File: config.mk
export PLATFORM = sky130hd
export DESIGN_NAME = mdio_master
export DESIGN_NICKNAME = d
export VERILOG_FILES = /design/src/rtl/mdio_pkg.sv /design/src/rtl/mdio_clkgen.sv /design/src/rtl/mdio_frame.sv /design/src/rtl/mdio_regs.sv /design/src/rtl/mdio_master.sv
export SDC_FILE = /design/constraint.sdc
export NUM_CORES = 1
export LEC_CHECK = 0
export BUFFER_PORTS_ARGS = -buffer_cell sky130_fd_sc_hd__buf_4
export CAP_MARGIN = 20
export CORE_UTILIZATION = 40
export DETAILED_ROUTE_END_ITERATION = 8
export GPL_TIMING_DRIVEN = 0
export SLEW_MARGIN = 25
export SYNTH_ARGS = -nofsm -noshare
export SYNTH_HDL_FRONTEND = slang
export SYNTH_SLANG_ARGS = --single-unit
File: constraint.sdc
create_clock -name clk_i -period 3.05 [get_ports clk_i]
set_clock_uncertainty 0.2 [all_clocks]
set_input_delay 0.1525 -clock clk_i [delete_from_list [all_inputs] [get_ports clk_i]]
set_output_delay 0.1525 -clock clk_i [all_outputs]
set_load 0.005 [all_outputs]
File: src/rtl/mdio_pkg.sv
package mdio_pkg;
  localparam logic [7:0] OFS_DATA = 8'h10;
  localparam logic [7:0] OFS_ADDR = 8'h14;
  localparam logic [7:0] OFS_OP   = 8'h18;
  localparam logic [7:0] OFS_CTRL = 8'h1C;

  localparam int FRAME_LEN = 64;
  localparam int TA_POS    = 46;
  localparam int DATA_POS  = 48;

  typedef struct packed {
    logic       c45;
    logic [1:0] code;
    logic [4:0] port;
    logic [4:0] dev;
  } op_word_t;
endpackage

File: src/rtl/mdio_clkgen.sv
module mdio_clkgen #(
  parameter int CLK_HALF = 40
) (
  input  logic clk_i,
  input  logic rst_ni,
  input  logic en_i,
  output logic mdc_o,
  output logic rise_o,
  output logic fall_o
);
  localparam int CW = (CLK_HALF > 1) ? $clog2(CLK_HALF) : 1;
  localparam logic [CW-1:0] LAST = CW'(CLK_HALF - 1);

  logic [CW-1:0] cnt_q;
  logic          mdc_q;
  logic          wrap;

  assign wrap   = en_i && (cnt_q == LAST);
  assign rise_o = wrap && !mdc_q;
  assign fall_o = wrap && mdc_q;
  assign mdc_o  = mdc_q;

  always_ff @(posedge clk_i or negedge rst_ni) begin
    if (!rst_ni) begin
      cnt_q <= '0;
      mdc_q <= 1'b0;
    end else if (!en_i) begin
      cnt_q <= '0;
      mdc_q <= 1'b0;
    end else if (wrap) begin
      cnt_q <= '0;
      mdc_q <= !mdc_q;
    end else begin
      cnt_q <= cnt_q + 1'b1;
    end
  end
endmodule

File: src/rtl/mdio_frame.sv
module mdio_frame
  import mdio_pkg::*;
(
  input  logic        clk_i,
  input  logic        rst_ni,
  input  logic        go_i,
  input  op_word_t    op_i,
  input  logic [15:0] data_i,
  input  logic [15:0] addr_i,
  input  logic        rise_i,
  input  logic        fall_i,
  input  logic        mdio_i,
  output logic        busy_o,
  output logic [5:0]  bit_cnt_o,
  output logic        rd_o,
  output logic        done_o,
  output logic        cap_o,
  output logic [15:0] rd_data_o,
  output logic        mdio_o,
  output logic        oe_o
);
  localparam logic [5:0] LAST_BIT = 6'(FRAME_LEN - 1);
  localparam logic [5:0] TA_BIT   = 6'(TA_POS);
  localparam logic [5:0] DAT_BIT  = 6'(DATA_POS);

  logic [FRAME_LEN-1:0] sh_q;
  logic [5:0]           cnt_q;
  logic                 busy_q, rd_q;
  logic [15:0]          rsh_q;
  logic [1:0]           start_code;
  logic [15:0]          field;

  assign start_code = op_i.c45 ? 2'b00 : 2'b01;
  // address cycle carries the extended address, everything else the data word
  assign field = (op_i.c45 && op_i.code == 2'b00) ? addr_i : data_i;

  assign done_o    = busy_q && fall_i && (cnt_q == LAST_BIT);
  assign cap_o     = done_o && rd_q;
  assign busy_o    = busy_q;
  assign bit_cnt_o = cnt_q;
  assign rd_o      = rd_q;
  assign rd_data_o = rsh_q;
  assign mdio_o    = sh_q[FRAME_LEN-1];
  assign oe_o      = busy_q && !(rd_q && cnt_q >= TA_BIT);

  always_ff @(posedge clk_i or negedge rst_ni) begin
    if (!rst_ni) begin
      sh_q   <= '0;
      cnt_q  <= '0;
      busy_q <= 1'b0;
      rd_q   <= 1'b0;
      rsh_q  <= '0;
    end else if (!busy_q) begin
      if (go_i) begin
        sh_q   <= {32'hFFFF_FFFF, start_code, op_i.code, op_i.port, op_i.dev,
                   2'b10, field};
        cnt_q  <= '0;
        busy_q <= 1'b1;
        rd_q   <= op_i.code[1];
      end
    end else begin
      if (rise_i && rd_q && cnt_q >= DAT_BIT)
        rsh_q <= {rsh_q[14:0], mdio_i};
      if (fall_i) begin
        if (cnt_q == LAST_BIT) begin
          busy_q <= 1'b0;
          sh_q   <= '0;
        end else begin
          cnt_q <= cnt_q + 1'b1;
          sh_q  <= {sh_q[FRAME_LEN-2:0], 1'b0};
        end
      end
    end
  end
endmodule

File: src/rtl/mdio_regs.sv
module mdio_regs
  import mdio_pkg::*;
#(
  parameter int AW = 8
) (
  input  logic          clk_i,
  input  logic          rst_ni,
  input  logic          req_i,
  input  logic          we_i,
  input  logic [AW-1:0] addr_i,
  input  logic [31:0]   wdata_i,
  output logic [31:0]   rdata_o,
  input  logic          busy_i,
  input  logic          cap_i,
  input  logic [15:0]   rd_data_i,
  output logic          go_o,
  output logic [15:0]   data_o,
  output logic [15:0]   xaddr_o,
  output op_word_t      op_o
);
  logic [15:0] data_q, xaddr_q;
  op_word_t    op_q;
  logic        wr;

  assign wr   = req_i && we_i;
  assign go_o = wr && (addr_i == AW'(OFS_CTRL)) && wdata_i[0] && !busy_i;

  always_ff @(posedge clk_i or negedge rst_ni) begin
    if (!rst_ni) begin
      data_q  <= '0;
      xaddr_q <= '0;
      op_q    <= '0;
    end else begin
      if (cap_i)
        data_q <= rd_data_i;
      else if (wr && addr_i == AW'(OFS_DATA))
        data_q <= wdata_i[15:0];
      if (wr && addr_i == AW'(OFS_ADDR)) xaddr_q <= wdata_i[15:0];
      if (wr && addr_i == AW'(OFS_OP))   op_q    <= op_word_t'(wdata_i[12:0]);
    end
  end

  always_comb begin
    rdata_o = '0;
    if      (addr_i == AW'(OFS_DATA)) rdata_o[15:0] = data_q;
    else if (addr_i == AW'(OFS_ADDR)) rdata_o[15:0] = xaddr_q;
    else if (addr_i == AW'(OFS_OP))   rdata_o[12:0] = op_q;
    else if (addr_i == AW'(OFS_CTRL)) rdata_o[0]    = busy_i;
  end

  assign data_o  = data_q;
  assign xaddr_o = xaddr_q;
  assign op_o    = op_q;
endmodule

File: src/rtl/mdio_master.sv
module mdio_master
  import mdio_pkg::*;
#(
  parameter int CLK_HALF = 40,
  parameter int AW       = 8
) (
  input  logic          clk_i,
  input  logic          rst_ni,
  input  logic          bus_req_i,
  input  logic          bus_we_i,
  input  logic [AW-1:0] bus_addr_i,
  input  logic [31:0]   bus_wdata_i,
  output logic [31:0]   bus_rdata_o,
  output logic          mdc_o,
  output logic          mdio_o,
  output logic          mdio_oe_o,
  input  logic          mdio_i
);
  logic        go, busy, rise, fall, done, cap, frame_rd;
  logic [5:0]  bit_cnt;
  logic [15:0] data_w, xaddr_w, rd_data;
  op_word_t    op_w;

  mdio_regs #(.AW(AW)) u_regs (
    .clk_i, .rst_ni,
    .req_i(bus_req_i), .we_i(bus_we_i), .addr_i(bus_addr_i),
    .wdata_i(bus_wdata_i), .rdata_o(bus_rdata_o),
    .busy_i(busy), .cap_i(cap), .rd_data_i(rd_data),
    .go_o(go), .data_o(data_w), .xaddr_o(xaddr_w), .op_o(op_w)
  );

  mdio_clkgen #(.CLK_HALF(CLK_HALF)) u_clk (
    .clk_i, .rst_ni, .en_i(busy),
    .mdc_o(mdc_o), .rise_o(rise), .fall_o(fall)
  );

  mdio_frame u_frame (
    .clk_i, .rst_ni, .go_i(go), .op_i(op_w), .data_i(data_w), .addr_i(xaddr_w),
    .rise_i(rise), .fall_i(fall), .mdio_i(mdio_i),
    .busy_o(busy), .bit_cnt_o(bit_cnt), .rd_o(frame_rd), .done_o(done),
    .cap_o(cap), .rd_data_o(rd_data), .mdio_o(mdio_o), .oe_o(mdio_oe_o)
  );
endmodule

==> flow_summary.ini, run 1 <==
[outcome]
outcome = finished clean

[floorplanning]
die_area_um2 = 17360
core_um2 = 16520
num_rows = 47
dieHeight_um = 131.8
initial_core_util = 0.4076
die-width_um = 131.8
boundaryPins = 80

[yosys]
syn_avg_cell_area_um2 = 11.17
synth_largest_area_cell = dfrtp_1
ys_seq_elements = 140
ys_seq_area_frac = 0.5202
synth-edff-count = 0
synth_commonest_cells = dfrtp_1 (140), nor2_1 (87), a21oi_1 (49)
yosysWarnings = 0
post_synth_num_cell_types = 47
synth_ff_type = dfrtp_1
synthTopCellsByArea = dfrtp_1 (52%), mux2i_1 (7.0%), o2bb2ai_1 (6.2%), mux2_1 (5.5%), mux2_2 (5.0%)
ys_async_sr_fraction = 1.000
synth_top_area_share = 0.5202
syn-cell-area_um2 = 6735
syn_inst = 603
synth_most_common_cell = dfrtp_1

[critical_path]
crit_family = simple AND/OR/NAND/NOR gates
cpMaxStageDelayCell = nor3_2
worstPathRequired_ps = 3150
worstSetupPathType = reg2reg
critPathCaptureType = flip-flop
cp_max_fo = 10
path_cells = ha_1 -> nand4b_1 -> or2_1 -> clkbuf_1 -> nor3_2 -> buf_2 -> mux2_2
max_stage_delay_ps = 650
cp.arrival_ps = 2960
start_kind = flip-flop
crit_buf_inv = 2

[timing]
rsz0062_at_grt = no
fmax_ghz = 0.3507
fin_crit_ps = 2852
max_slew_margin = 0.4540
finalSetupViolCount = 0
min_period_over_period = 0.9350
hold_violations = 0
finalSetupTns_ps = 0
worst_hold_slack_ps = 23.93
slew_violations = 0
tightest_slew_ps = 819.0

[finish]
fillers = 1529
diodes = 0
fin_area_um2 = 8189
drive_above_1_share = 0.1969
syn_to_final_growth_pct = 21.59
multi_input_area_um2 = 2954
nets = 751
final-seq-area_um2 = 3503

[placed_design]
place_hpwl_um = 11260
gp_congestion = 0.7861
portBuffers = 47
post_dp_cell_area_um2 = 7455

[drt]
route.detailed.drc = 0
drt_iter0_markers = 254
avgRoutedWirePerCell_um = 16.93
viasPerCell = 5.250
finalWirelength_um = 15850
postRouteAntennaNets = 0
dr.pass1.iters = 4
num_vias = 4914

[clocking]
cts_sinks = 140
tritoncts = yes
worst_skew_pair.late_latency_ps = 420
htree_levels = 4
numCtsBuffers = 17
cts-root-buf = clkbuf_16
clockBufferDepth = 2
path_clk_slew_ps = 70

[power]
max-vdd-ir-drop_v = 0.0003929
powerDensity_nw_per_um2 = 491.4
leakage_uw = 0.003753
finalPower_uw = 4025

[global_route]
track_usage = 0.1971
grt_max_degree = 92
antenna_found_initial = 0
grt_pass1_vias = 5101
grt-ovfl-total = 0
grt_pass1_wl_um = 26760

[worst_hold_path]
hold_class = in2async

[job]
max-cap-violations = 0
[final timing paths]
path / slack [ps] / to / cells past startpoint / startpoint
min in group clk_i: 100 / u_frame.busy_o / 4 / bus_addr_i[3]
worst min-delay path: 20 / u_regs.data_o[13] / 2 / rst_ni
max in group asynchronous: 1840 / u_frame.sh_q[31] / 3 / rst_ni
worst max register to register: 200 / u_frame.rd_data_o[7] / 7 / u_clk.cnt_q[0]
worst min register to register: 260 / u_clk.cnt_q[0] / 1 / u_clk.cnt_q[0]
worst max-delay path: 200 / u_frame.rd_data_o[7] / 7 / u_clk.cnt_q[0]
[routing by layer]
layer  GRT usage  vias up  share of wire
met5           0        -              0
met4     0.06525        0          0.013
met3     0.03729       13          0.029
met2      0.3180       93           0.48
met1      0.2674     2475           0.48
li1            -     2333              -
[metrics by stage]
stage | cells | setup WS [ps] | util
floorplan | 618 | 725.5 | -
global placement | 885 | 255.1 | 0.4490
global route | 936 | 36.80 | 0.4956
finish | 936 | 198.3 | 0.4956
detailed placement | 886 | 232.0 | 0.4511
CTS | 936 | 212.0 | 0.4956
[logic make-up after synthesis]
kind of cell	count (synthesis)	share of synthesized area
buf+inv	65	0.04960
mux	111	0.1785
flops	140	0.5202
other cells	1	0.0005568
simple gates	157	0.1116
xor+xnor	5	0.006503
compound gates	121	0.1274
fa+ha+maj	3	0.005574
[registers in the layout, summed over array words and instances, names as in the netlist]
signal and count:
u_frame.bit_cnt_o 6, u_regs.op_o 13, u_regs.data_o 16, u_clk.cnt_q 6, u_regs.xaddr_o 16, u_frame.sh_q 64, u_frame.rd_o 1, u_frame.busy_o 1
u_clk.mdc_o 1, u_frame.rd_data_o 16
[placed cells by master (no fill, tap or decap), types with 2 or more instances in the layout]
cell type,netlist,routed
buf_2,3,3
clkbuf_16,0,17
buf_1,5,5
xor2_1,2,2
nand4bb_1,2,2
a21oi_1,49,49
clkbuf_1,33,33
inv_8,0,2
inv_6,0,6
dfrtp_1,140,140
nor4_4,2,2
inv_1,2,2
or4_1,3,3
clkinvlp_4,0,3
a2bb2oi_1,12,12
conb_1,1,16
xnor2_1,3,3
nand4_1,2,2
mux2_1,33,33
a31oi_1,4,4
clkinv_4,0,3
mux2_2,30,30
nand2_1,19,19
nor2_1,87,87
a211oi_1,2,2
buf_6,2,2
nand3_1,9,9
dlygate4sd3_1,0,18
buf_4,19,65
and3_1,3,3
mux2i_1,47,47
nor2b_1,2,2
nor3_1,18,18
ha_1,3,3
o2bb2ai_1,48,48
[layout make-up]
| type | count | share of cell area |
|---|---|---|
| buffer | 62 | 0.03942 |
| clock inverter | 15 | 0.01574 |
| tap | 220 | 0.03361 |
| multi-input combinational | 413 | 0.3607 |
| inverter | 3 | 0.001375 |
| sequential | 140 | 0.4278 |
| timing repair buffer | 66 | 0.06937 |
| clock buffer | 17 | 0.05195 |
[where the power goes]
group	total, uW	internal [uW]	switching (uW)
Clock	1940	1070	871
Sequential	1890	1870	15.3
Combinational	199	93.4	105
[repair_timing]
| action | CTS | global route |
|---|---|---|
| setup buffers | 0 | 0 |
| endpoints found under the hold margin | 186 | 0 |
| setup endpoints to repair | 0 | 0 |
| hold buffers | 18 | 0 |
| resized for setup | 0 | 0 |
(Power assumes the default switching activity.)
==> inputs of run 2 (changes only) <==
- ABC_AREA: not set -> 1
- SLEW_MARGIN: 25 -> 20
==> flow_summary.ini, run 2 <==
[outcome]
outcome = finished clean

[finish]
drive_above_1_share = 0.1344
multi_input_area_um2 = 3110
nets = 1121
largest_register_ffs = 64
largest-register = u_frame.sh_q
fillers = 1737
final-seq-area_um2 = 3503
diodes = 0
layout_common_cells = nand2_1 (357), nand3_1 (153), dfrtp_1 (140)
final_common_cell = nand2_1
syn_to_final_growth_pct = 20.76
final_core_util = 0.4984

[critical_path]
r2r_slack_ps = 900
worstPathRequired_ps = 2700
reg2reg_to = u_frame.sh_q[9]
cpMaxStageDelayCell = buf_1
reg2reg_from = u_clk.cnt_q[0]
worstSetupPathType = reg2out
path_cells = buf_2 -> buf_2 -> buf_1 -> nand2_1 -> nand4_1 -> buf_4
max_stage_delay_ps = 430
cp_max_fo = 10
critPathCaptureType = output port
start_kind = flip-flop
cp.arrival_ps = 2070
r2r_cells = 8
crit_top_cell = buf_2

[timing]
finalSetupViolCount = 0
fin_crit_ps = 2424
tightest_slew_ps = 519.2
worst_hold_slack_ps = 35.99
finalSetupTns_ps = 0
fmax_ghz = 0.4126
max_slew_margin = 0.6539
rsz0062_at_grt = no
min_period_over_period = 0.7947
setup_slack_ps = 626.2
slew_violations = 0
hold_violations = 0

[power]
p_seq_frac = 0.452
swShare = 0.2471
power_switching_uw = 1058
powerDensity_nw_per_um2 = 491.6
leakage_uw = 0.004400
intPower_uw = 3224
max-vdd-ir-drop_v = 0.0003793
power_frac_comb = 0.058
p_clk_frac = 0.490

[yosys]
synth_commonest_cells = nand2_1 (357), nand3_1 (153), dfrtp_1 (140)
synth_most_common_cell = nand2_1
synth_top_area_share = 0.4857
syn_avg_cell_area_um2 = 7.413
synthTopCellsByArea = dfrtp_1 (49%), nand2_1 (19%), nand3_1 (11%), o21ai_0 (4.6%), inv_1 (3.4%)
yosysWarnings = 0
post_synth_num_cell_types = 33
syn-cell-area_um2 = 7213
ys_async_sr_fraction = 1.000
synth-edff-count = 0
ys_seq_elements = 140
ys_seq_area_frac = 0.4857
synth_ff_type = dfrtp_1
synth_largest_area_cell = dfrtp_1
syn_inst = 973

[placed_design]
gp_congestion = 0.8312
portBuffers = 47
pre_cts_ws_ps = 947.6
place_hpwl_um = 13610

[clocking]
clockBufferDepth = 2
path_clk_slew_ps = 60
numCtsBuffers = 17
worst_skew_pair.late_latency_ps = 430
cts-root-buf = clkbuf_16
cts_sinks = 140
htree_levels = 4
tritoncts = yes
cts_resized = 0

[drt]
route.detailed.drc = 0
avgRoutedWirePerCell_um = 14.63
viasPerCell = 4.958
drt_iter0_markers = 458
num_vias = 6500
postRouteAntennaNets = 0
dr.pass1.iters = 5
finalWirelength_um = 19180

[global_route]
track_usage = 0.2242
grt_pass1_wl_um = 31910
antenna_found_initial = 0
grt-ovfl-total = 0
grt_max_degree = 76
grt_pass1_vias = 6101

[worst_hold_path]
hold_class = in2reg
min_from = bus_addr_i[3]
whs_path_depth = 7
min_to = u_frame.busy_o

[floorplanning]
core_um2 = 17480
die_area_um2 = 18570
dieHeight_um = 136.3
num_rows = 48
die-width_um = 136.3
boundaryPins = 80
initial_core_util = 0.4127

[job]
max-cap-violations = 0
[run 2: worst max path at each step]
stage | cells past startpoint | endpoint | startpoint | slack, ps
after floorplan | 8 | u_frame.sh_q[10] | u_clk.cnt_q[0] | 1300
after global placement | 1 | u_frame.rd_data_o[8] | rst_ni | 930
after detailed placement | 8 | u_frame.sh_q[49] | u_clk.cnt_q[0] | 950
after CTS | 6 | bus_rdata_o[0] | u_frame.busy_o | 570
after global routing | 6 | bus_rdata_o[0] | u_frame.busy_o | 450
final | 6 | bus_rdata_o[0] | u_frame.busy_o | 630
[run 2: through the flow]
step | instances | instance area (um2) | power (uW)
2_1_floorplan | 988 | 7269 | 2078
3_3_place_gp | 1260 | 7904 | 2191
3_5_place_dp | 1261 | 7939 | 2199
4_1_cts | 1311 | 8711 | 4313
5_1_grt | 1311 | 8711 | 4435
6_report | 1311 | 8711 | 4282
[run 2: final cells by class]
type,count,area share
Multi-Input combinational cell,705,0.3571
Clock buffer,17,0.04884
Sequential cell,140,0.4022
Clock inverter,15,0.01910
Inverter,67,0.02887
Timing Repair Buffer,66,0.06521
Tap cell,225,0.03232
Buffer,76,0.04639
[run 2: what timing repair did]
action / 4_1_cts / 5_1_grt
hold buffers: 18 / 0
hold endpoints to repair: 187 / 0
setup buffers: 0 / 0
[run 2: critical path: cells and delay by family (launching register included)]
family        cells  cell delay, ps
buf+inv           4            1050
flops             1             320
simple gates      2             260
[run 2: power by group through the flow]
| stage | Sequential [uW] | Combinational, uW | Clock, uW |
|---|---|---|---|
| detailed placement | 1970 | 232 | 0 |
| global placement | 1970 | 223 | 0 |
| floorplan | 1960 | 119 | 0 |
| finish | 1940 | 247 | 2100 |
| CTS | 1930 | 251 | 2130 |
| global route | 1940 | 284 | 2210 |
[run 2: per-layer routing]
metal | vias up | GRT usage | wire [um]
met3 | 31 | 0.04288 | 789
met1 | 3034 | 0.3158 | 9222
met2 | 162 | 0.3421 | 8746
li1 | 3273 | - | -
met5 | - | 0 | 0
met4 | 0 | 0.07963 | 424
[run 2: cell families (layout without fill, tap and decap cells)]
family / Yosys count / in the layout / share of synthesized area
compound gates: 104 / 104 / 0.07476
xor+xnor: 4 / 4 / 0.004858
fa+ha+maj: 3 / 3 / 0.005204
buf+inv: 143 / 241 / 0.09089
flops: 140 / 140 / 0.4857
other cells: 1 / 16 / 0.0005199
simple gates: 578 / 578 / 0.3381
